## src/rtl/fpctl_pkg.sv

```systemverilog
package fpctl_pkg;
  localparam int unsigned SEL_W        = 5;
  localparam logic [SEL_W-1:0] SEL_IDENT = 5'd0;
  localparam logic [SEL_W-1:0] SEL_FRCLR = 5'd1;
  localparam logic [SEL_W-1:0] SEL_FRSET = 5'd4;
  localparam logic [SEL_W-1:0] SEL_PACK  = 5'd25;
  localparam int unsigned ALIAS_AVAIL_BIT = 28;
  localparam logic [31:0] PACK_MASK = 32'hFE80_0000;

  typedef struct packed {
    logic        fr_we;
    logic        fr_val;
    logic        csr_we;
    logic [31:0] csr_val;
    logic        exc;
  } wr_res_t;
endpackage

```

## src/rtl/fpctl_rd_dec.sv

```systemverilog
module fpctl_rd_dec
  import fpctl_pkg::*;
#(
  parameter int unsigned XLEN = 32
) (
  input  logic             en,
  input  logic [SEL_W-1:0] sel,
  input  logic [31:0]      id_word,
  input  logic [31:0]      csr_word,
  input  logic             fr_cur,
  input  logic             sw_enable,
  output logic             vld,
  output logic             exc,
  output logic [XLEN-1:0]  data
);
  logic avail;
  assign avail = id_word[ALIAS_AVAIL_BIT];

  always_comb begin
    vld  = 1'b0;
    exc  = 1'b0;
    data = '0;
    if (en) begin
      vld = 1'b1;
      unique case (sel)
        SEL_IDENT: data = XLEN'(signed'(id_word));
        SEL_FRCLR: begin
          if (avail && sw_enable) begin
            data[0] = fr_cur;
          end else if (avail) begin
            vld = 1'b0;
            exc = 1'b1;
          end
        end
        SEL_PACK: data[7:0] = {csr_word[31:25], csr_word[23]};
        default: data = '0;
      endcase
    end
  end
endmodule

```

## src/rtl/fpctl_wr_dec.sv

```systemverilog
module fpctl_wr_dec
  import fpctl_pkg::*;
#(
  parameter int unsigned XLEN = 32
) (
  input  logic             en,
  input  logic [SEL_W-1:0] sel,
  input  logic [SEL_W-1:0] src_idx,
  input  logic [XLEN-1:0]  wr_data,
  input  logic [31:0]      id_word,
  input  logic [31:0]      csr_word,
  input  logic             sw_enable,
  output wr_res_t          res
);
  logic alias_ok;
  logic hi_clean;
  assign alias_ok = id_word[ALIAS_AVAIL_BIT] && (src_idx == '0);
  assign hi_clean = (wr_data[XLEN-1:8] == '0);

  always_comb begin
    res = '0;
    res.csr_val = csr_word;
    if (en) begin
      if ((sel == SEL_FRCLR) || (sel == SEL_FRSET)) begin
        if (alias_ok) begin
          if (sw_enable) begin
            res.fr_we  = 1'b1;
            res.fr_val = (sel == SEL_FRSET);
          end else begin
            res.exc = 1'b1;
          end
        end
      end else if (sel == SEL_PACK) begin
        if (hi_clean) begin
          res.csr_we = 1'b1;
          res.csr_val[31:25] = wr_data[7:1];
          res.csr_val[23]    = wr_data[0];
        end
      end
    end
  end
endmodule

```

## src/rtl/fpctl_access.sv

```systemverilog
module fpctl_access
  import fpctl_pkg::*;
#(
  parameter int unsigned XLEN = 32
) (
  input  logic            clk,
  input  logic            rst_n,
  input  logic            rd_en,
  input  logic            wr_en,
  input  logic [4:0]      sel,
  input  logic [4:0]      src_idx,
  input  logic [XLEN-1:0] wr_data,
  input  logic [31:0]     id_word,
  input  logic [31:0]     csr_word,
  input  logic            fr_cur,
  input  logic            sw_enable,
  output logic [XLEN-1:0] rd_data,
  output logic            rd_vld,
  output logic            fr_we,
  output logic            fr_val,
  output logic            mode_chg,
  output logic            csr_we,
  output logic [31:0]     csr_val,
  output logic            exc_ri
);
  logic            do_wr;
  logic            rd_vld_d, rd_exc_d;
  logic [XLEN-1:0] rd_data_d;
  wr_res_t         wres;
  logic            mode_chg_d, exc_d;

  // A simultaneous write strobe yields to the read
  assign do_wr = wr_en & ~rd_en;

  fpctl_rd_dec #(.XLEN(XLEN)) u_rd (
    .en(rd_en), .sel(sel), .id_word(id_word), .csr_word(csr_word),
    .fr_cur(fr_cur), .sw_enable(sw_enable),
    .vld(rd_vld_d), .exc(rd_exc_d), .data(rd_data_d)
  );

  fpctl_wr_dec #(.XLEN(XLEN)) u_wr (
    .en(do_wr), .sel(sel), .src_idx(src_idx), .wr_data(wr_data),
    .id_word(id_word), .csr_word(csr_word), .sw_enable(sw_enable),
    .res(wres)
  );

  always_comb begin
    mode_chg_d = wres.fr_we && (wres.fr_val != fr_cur);
    exc_d      = rd_exc_d | wres.exc;
  end

  // pulse flags: loaded every cycle
  always_ff @(posedge clk or negedge rst_n) begin
    if (!rst_n) begin
      rd_vld   <= 1'b0;
      fr_we    <= 1'b0;
      mode_chg <= 1'b0;
      csr_we   <= 1'b0;
      exc_ri   <= 1'b0;
    end else begin
      rd_vld   <= rd_vld_d;
      fr_we    <= wres.fr_we;
      mode_chg <= mode_chg_d;
      csr_we   <= wres.csr_we;
      exc_ri   <= exc_d;
    end
  end

  // data holders: explicit load enables
  always_ff @(posedge clk or negedge rst_n) begin
    if (!rst_n) begin
      rd_data <= '0;
      fr_val  <= 1'b0;
      csr_val <= '0;
    end else begin
      if (rd_vld_d)    rd_data <= rd_data_d;
      if (wres.fr_we)  fr_val  <= wres.fr_val;
      if (wres.csr_we) csr_val <= wres.csr_val;
    end
  end

  AST_EXC_QUIET: assert property (@(posedge clk) disable iff (!rst_n)
    exc_ri |-> !rd_vld && !fr_we && !csr_we);
  AST_EXC_HAS_CAUSE: assert property (@(posedge clk) disable iff (!rst_n)
    exc_ri |-> $past(rd_en || wr_en));
  AST_MODE_ON_DIFF: assert property (@(posedge clk) disable iff (!rst_n)
    mode_chg |-> fr_we && (fr_val != $past(fr_cur)));
  AST_FR_GATED: assert property (@(posedge clk) disable iff (!rst_n)
    fr_we |-> ($past(src_idx) == 5'd0) && $past(id_word[ALIAS_AVAIL_BIT]) && $past(sw_enable));
  AST_PACK_KEEP: assert property (@(posedge clk) disable iff (!rst_n)
    csr_we |-> ((csr_val & ~PACK_MASK) == ($past(csr_word) & ~PACK_MASK)));
  AST_WIDE_DROP: assert property (@(posedge clk) disable iff (!rst_n)
    (wr_en && !rd_en && sel == SEL_PACK && wr_data[XLEN-1:8] != '0) |=> !csr_we);
  AST_RD_WINS: assert property (@(posedge clk) disable iff (!rst_n)
    (rd_en && wr_en) |=> !fr_we && !csr_we);
  AST_RD_OTHER_ZERO: assert property (@(posedge clk) disable iff (!rst_n)
    (rd_en && sel != SEL_IDENT && sel != SEL_FRCLR && sel != SEL_PACK) |=> rd_vld && rd_data == '0);
endmodule

```

## config.mk

```make
export PLATFORM = sky130hd
export DESIGN_NAME = fpctl_access
export DESIGN_NICKNAME = d
export VERILOG_FILES = /design/src/rtl/fpctl_pkg.sv /design/src/rtl/fpctl_rd_dec.sv /design/src/rtl/fpctl_wr_dec.sv /design/src/rtl/fpctl_access.sv
export SDC_FILE = /design/constraint.sdc
export NUM_CORES = 1
export LEC_CHECK = 0
export ABC_AREA = 1
export BUFFER_PORTS_ARGS = -buffer_cell sky130_fd_sc_hd__buf_2
export CORE_MARGIN = 2
export CORE_UTILIZATION = 38
export DETAILED_ROUTE_END_ITERATION = 10
export GPL_TIMING_DRIVEN = 0
export PLACE_DENSITY_LB_ADDON = 0.12
export SLEW_MARGIN = 20
export SYNTH_ARGS = -nofsm -noshare
export SYNTH_HDL_FRONTEND = slang
export SYNTH_HIERARCHICAL = 1
export SYNTH_SLANG_ARGS = --single-unit
```

## constraint.sdc

```tcl
create_clock -name clk -period 0.94 [get_ports clk]
set_clock_uncertainty 0.05 [all_clocks]
set_input_delay 0.094 -clock clk [delete_from_list [all_inputs] [get_ports clk]]
set_output_delay 0.094 -clock clk [all_outputs]
set_load 0.02 [all_outputs]
```

==> summary.md <==
| Metric | Value |
|---|---|
| Status | finished with violations |
| Failing checks | negative setup slack |
| Gr usage total | 21.1% |
| RSZ-0062 raised after global routing | true |
| Final setup violation count | 104 |
| Yosys warns | 6 |
| Critical Path Start Type | register |
| Initial antenna violation count | 0 |
| Max Cap Viol | 0 |
| Max Freq | 0.950 GHz |
| Routed wire length per instance | 14.1 um |
| Input/output buffers | 157 |
| Die Ht | 108 um |
| Crit path largest cell delay | 0.42 ns |
| Layout area overhead | 85.6% |
| Average size of a mapped cell | 8.29 um2 |
| DR vias | 4015 |
| Levels on crit path | 1 |
| Most frequent cells in the layout | inv_1, buf_6, buf_2 |
| Clk network pwr share | 44.2% |
| Largest net degree at the start of global routing | 42 |
| Seq cells post-synth | 70 |
| Root Buffer | clkbuf_8 |
| Worst path slowest cell | dfrtp_1 |
| GR Overflow Total | 0 |
| Initial core utilization | 39.3% |
| Layout cells sized above 1 | 63.9% |
| Leakage dissipation | 4.12 nW |
| Design Power | 7.47 mW |
| Crit path capture type | output port |
| Final WL | 12700 um |
| Cell-internal power | 5.71 mW |
| Finished Core Util | 73.0% |
| Buf/Inv on CP | 1 |
| Final Hold Violating Endpoints | 0 |
| Worst Tran Pin Value | 0.313 ns |
| Hold path cells | 5 |
| First-pass GRT wire length | 19100 um |
| Combinational power share | 15.2% |
| Fin crit share | 112% |
| Clock-pin slew on the worst setup and hold paths | 0.08 ns |
| Drt first pass iters | 4 |
| Post-DRT Antenna Nets | 0 |
| Synth cell types | 23 |
| Worst setup margin | -0.113 ns |
| Post-synthesis instance area | 4080 um2 |
| Core area | 10400 um2 |
| Syn nets | 604 |
| Commonest non-fill, non-tap cell in the layout | inv_1 |
| Final HPWL DP | 7690 um |
| CTS sink cnt | 70 |
| Period minus WS final | 1.05 ns |
| Worst EP arrival | 0.91 ns |
| Antenna diodes | 0 |
| Final net count | 869 |
| Sw Share | 23.5% |
| CTS tree | built |
| Required @ worst endpoint | 0.80 ns |
| IO Pins | 182 |
| DRC | 0 |
| Final instance area | 7570 um2 |
| Final GP Congestion | 0.841 |
| Pwr dens | 986 nW/um2 |
| Worst VDD drop | 0.576 mV |
| Hold Crit Class | input port to register |
| Sequential share of power | 40.6% |
| Post-DR vias/cell | 4.47 |
| Register area share after synthesis | 42.9% |
| CP Cell Sequence | buf_6 |
| Reg2Reg Depth | 4 |
| NetSw | 1.76 mW |
| Vias in the first global route | 4110 |
| Worst-path fanout max | 2 |
| Final TNS setup | -6.20 ns |
| Width of the die | 108 um |
| Die area | 11600 um2 |
| Detailed router's first-iteration violation count | 126 |
| Clk Latency, worst-skew pair | 0.35 ns |
| Slew HR | 79.2% |
| Crit Path Category | register to output port |
| H-tree Lvls | 3 |
| CTS buffer count | 9 |
| Slew Viols, Final | 0 |
| Row cnt | 37 |
| Dpl cell area | 5200 um2 |
| Filler cell count | 772 |
| Clock Path Buffers | 2 |
| Post-Synthesis Cells | 492 |
| Hold WS | 0.0145 ns |
| Top Family by Delay on Critical Path | flip-flops |
==> routing by layer <==
metal  track usage [%]  vias up  part of all wire (%)
li1                  -     1970                     -
met1              26.3     1898                    41
met2              36.5      135                    52
met3              4.18       12                   4.9
met4              7.05        0                   1.4
met5                 0        -                     0
==> timing repair <==
item,in CTS,in global routing
endpoints found under the hold margin,70,0
cloned,10,7
hold buffers,30,0
pin swaps,13,37
resized for setup,211,121
setup buffers,27,33
setup endpoints to repair,136,163
==> final timing paths <==
kind / startpoint / slack, ns / endpoint
min: id_word[18] / 0.01 / rd_data[18]
min reg2reg: rd_data[1] / 0.48 / rd_data[1]
max: csr_val[6] / -0.11 / csr_val[6]
max reg2reg: csr_val[4] / 0.02 / csr_val[4]
min in group asynchronous: rst_n / 0.15 / fr_we
max in group asynchronous: rst_n / 0.16 / rd_data[7]
==> layout make-up <==
type	count	area (um2)	area share (%)
plain buffers	38	455	6.01
clock buffers	10	138	1.82
clock inverters	6	133	1.75
well taps	136	170	2.25
repair buffers	257	2420	32.0
multi-input cells	265	2040	26.9
inverters	116	470	6.21
flip-flops and latches	70	1750	23.1
==> power by group through the flow <==
stage	Sequential, mW	Clock (mW)	Combinational (mW)
detailed placement	3.09	0	0.731
CTS	3.03	3.36	0.935
floorplan	3.11	0	0.352
finish	3.03	3.30	1.13
global placement	3.09	0	0.708
global route	3.04	3.50	1.22
==> synth_stat cells <==
library cell  count  area, um2
inv_2             4       15.0
nand2_4           2       22.5
nor3_1            3       15.0
nand3_1          22        110
buf_8             1       15.0
nand2_1         111        417
nor2_8            2       40.0
nand4_1           2       12.5
buf_12            1       20.0
buf_4            25        188
nand2_2           5       31.3
buf_6            14        158
nand4_4           1       21.3
nor2_2           21        131
dfrtp_1          70       1750
or2_2             1       6.26
nor2_1           23       86.3
o21ai_2          57        499
inv_1           112        420
o21ai_0           8       40.0
nand3_4           1       17.5
and2_0            1       6.26
nor2_4            5       56.3
==> registers in the layout (all words and copies together), names as in the netlist <==
register  cells
csr_val      32
csr_we        1
exc_ri        1
fr_val        1
fr_we         1
mode_chg      1
rd_data      32
rd_vld        1
==> stage by stage <==
| step | setup slack [ns] | instances |
|---|---|---|
| floorplan | -0.270 | 492 |
| global placement | -0.714 | 785 |
| detailed placement | -0.594 | 786 |
| CTS | -0.128 | 869 |
| global route | -0.136 | 898 |
| finish | -0.113 | 898 |
==> worst reg2reg max path: cells and delay by family, from the launching register on <==
| kind | cells | cell delay, ns |
|---|---|---|
| buf+inv | 3 | 0.32 |
| compound gates | 1 | 0.05 |
| flops | 1 | 0.40 |
==> kinds of logic (layout without fill, tap and decap cells) <==
group | Yosys count | after routing | synth area share, %
AO/OA/AOI/OAI | 65 | 65 | 13.2
buffers and inverters | 157 | 427 | 20.0
AND/OR/NAND/NOR | 200 | 200 | 23.9
flip-flops | 70 | 70 | 42.9
Power figures use the tool's default switching activity.
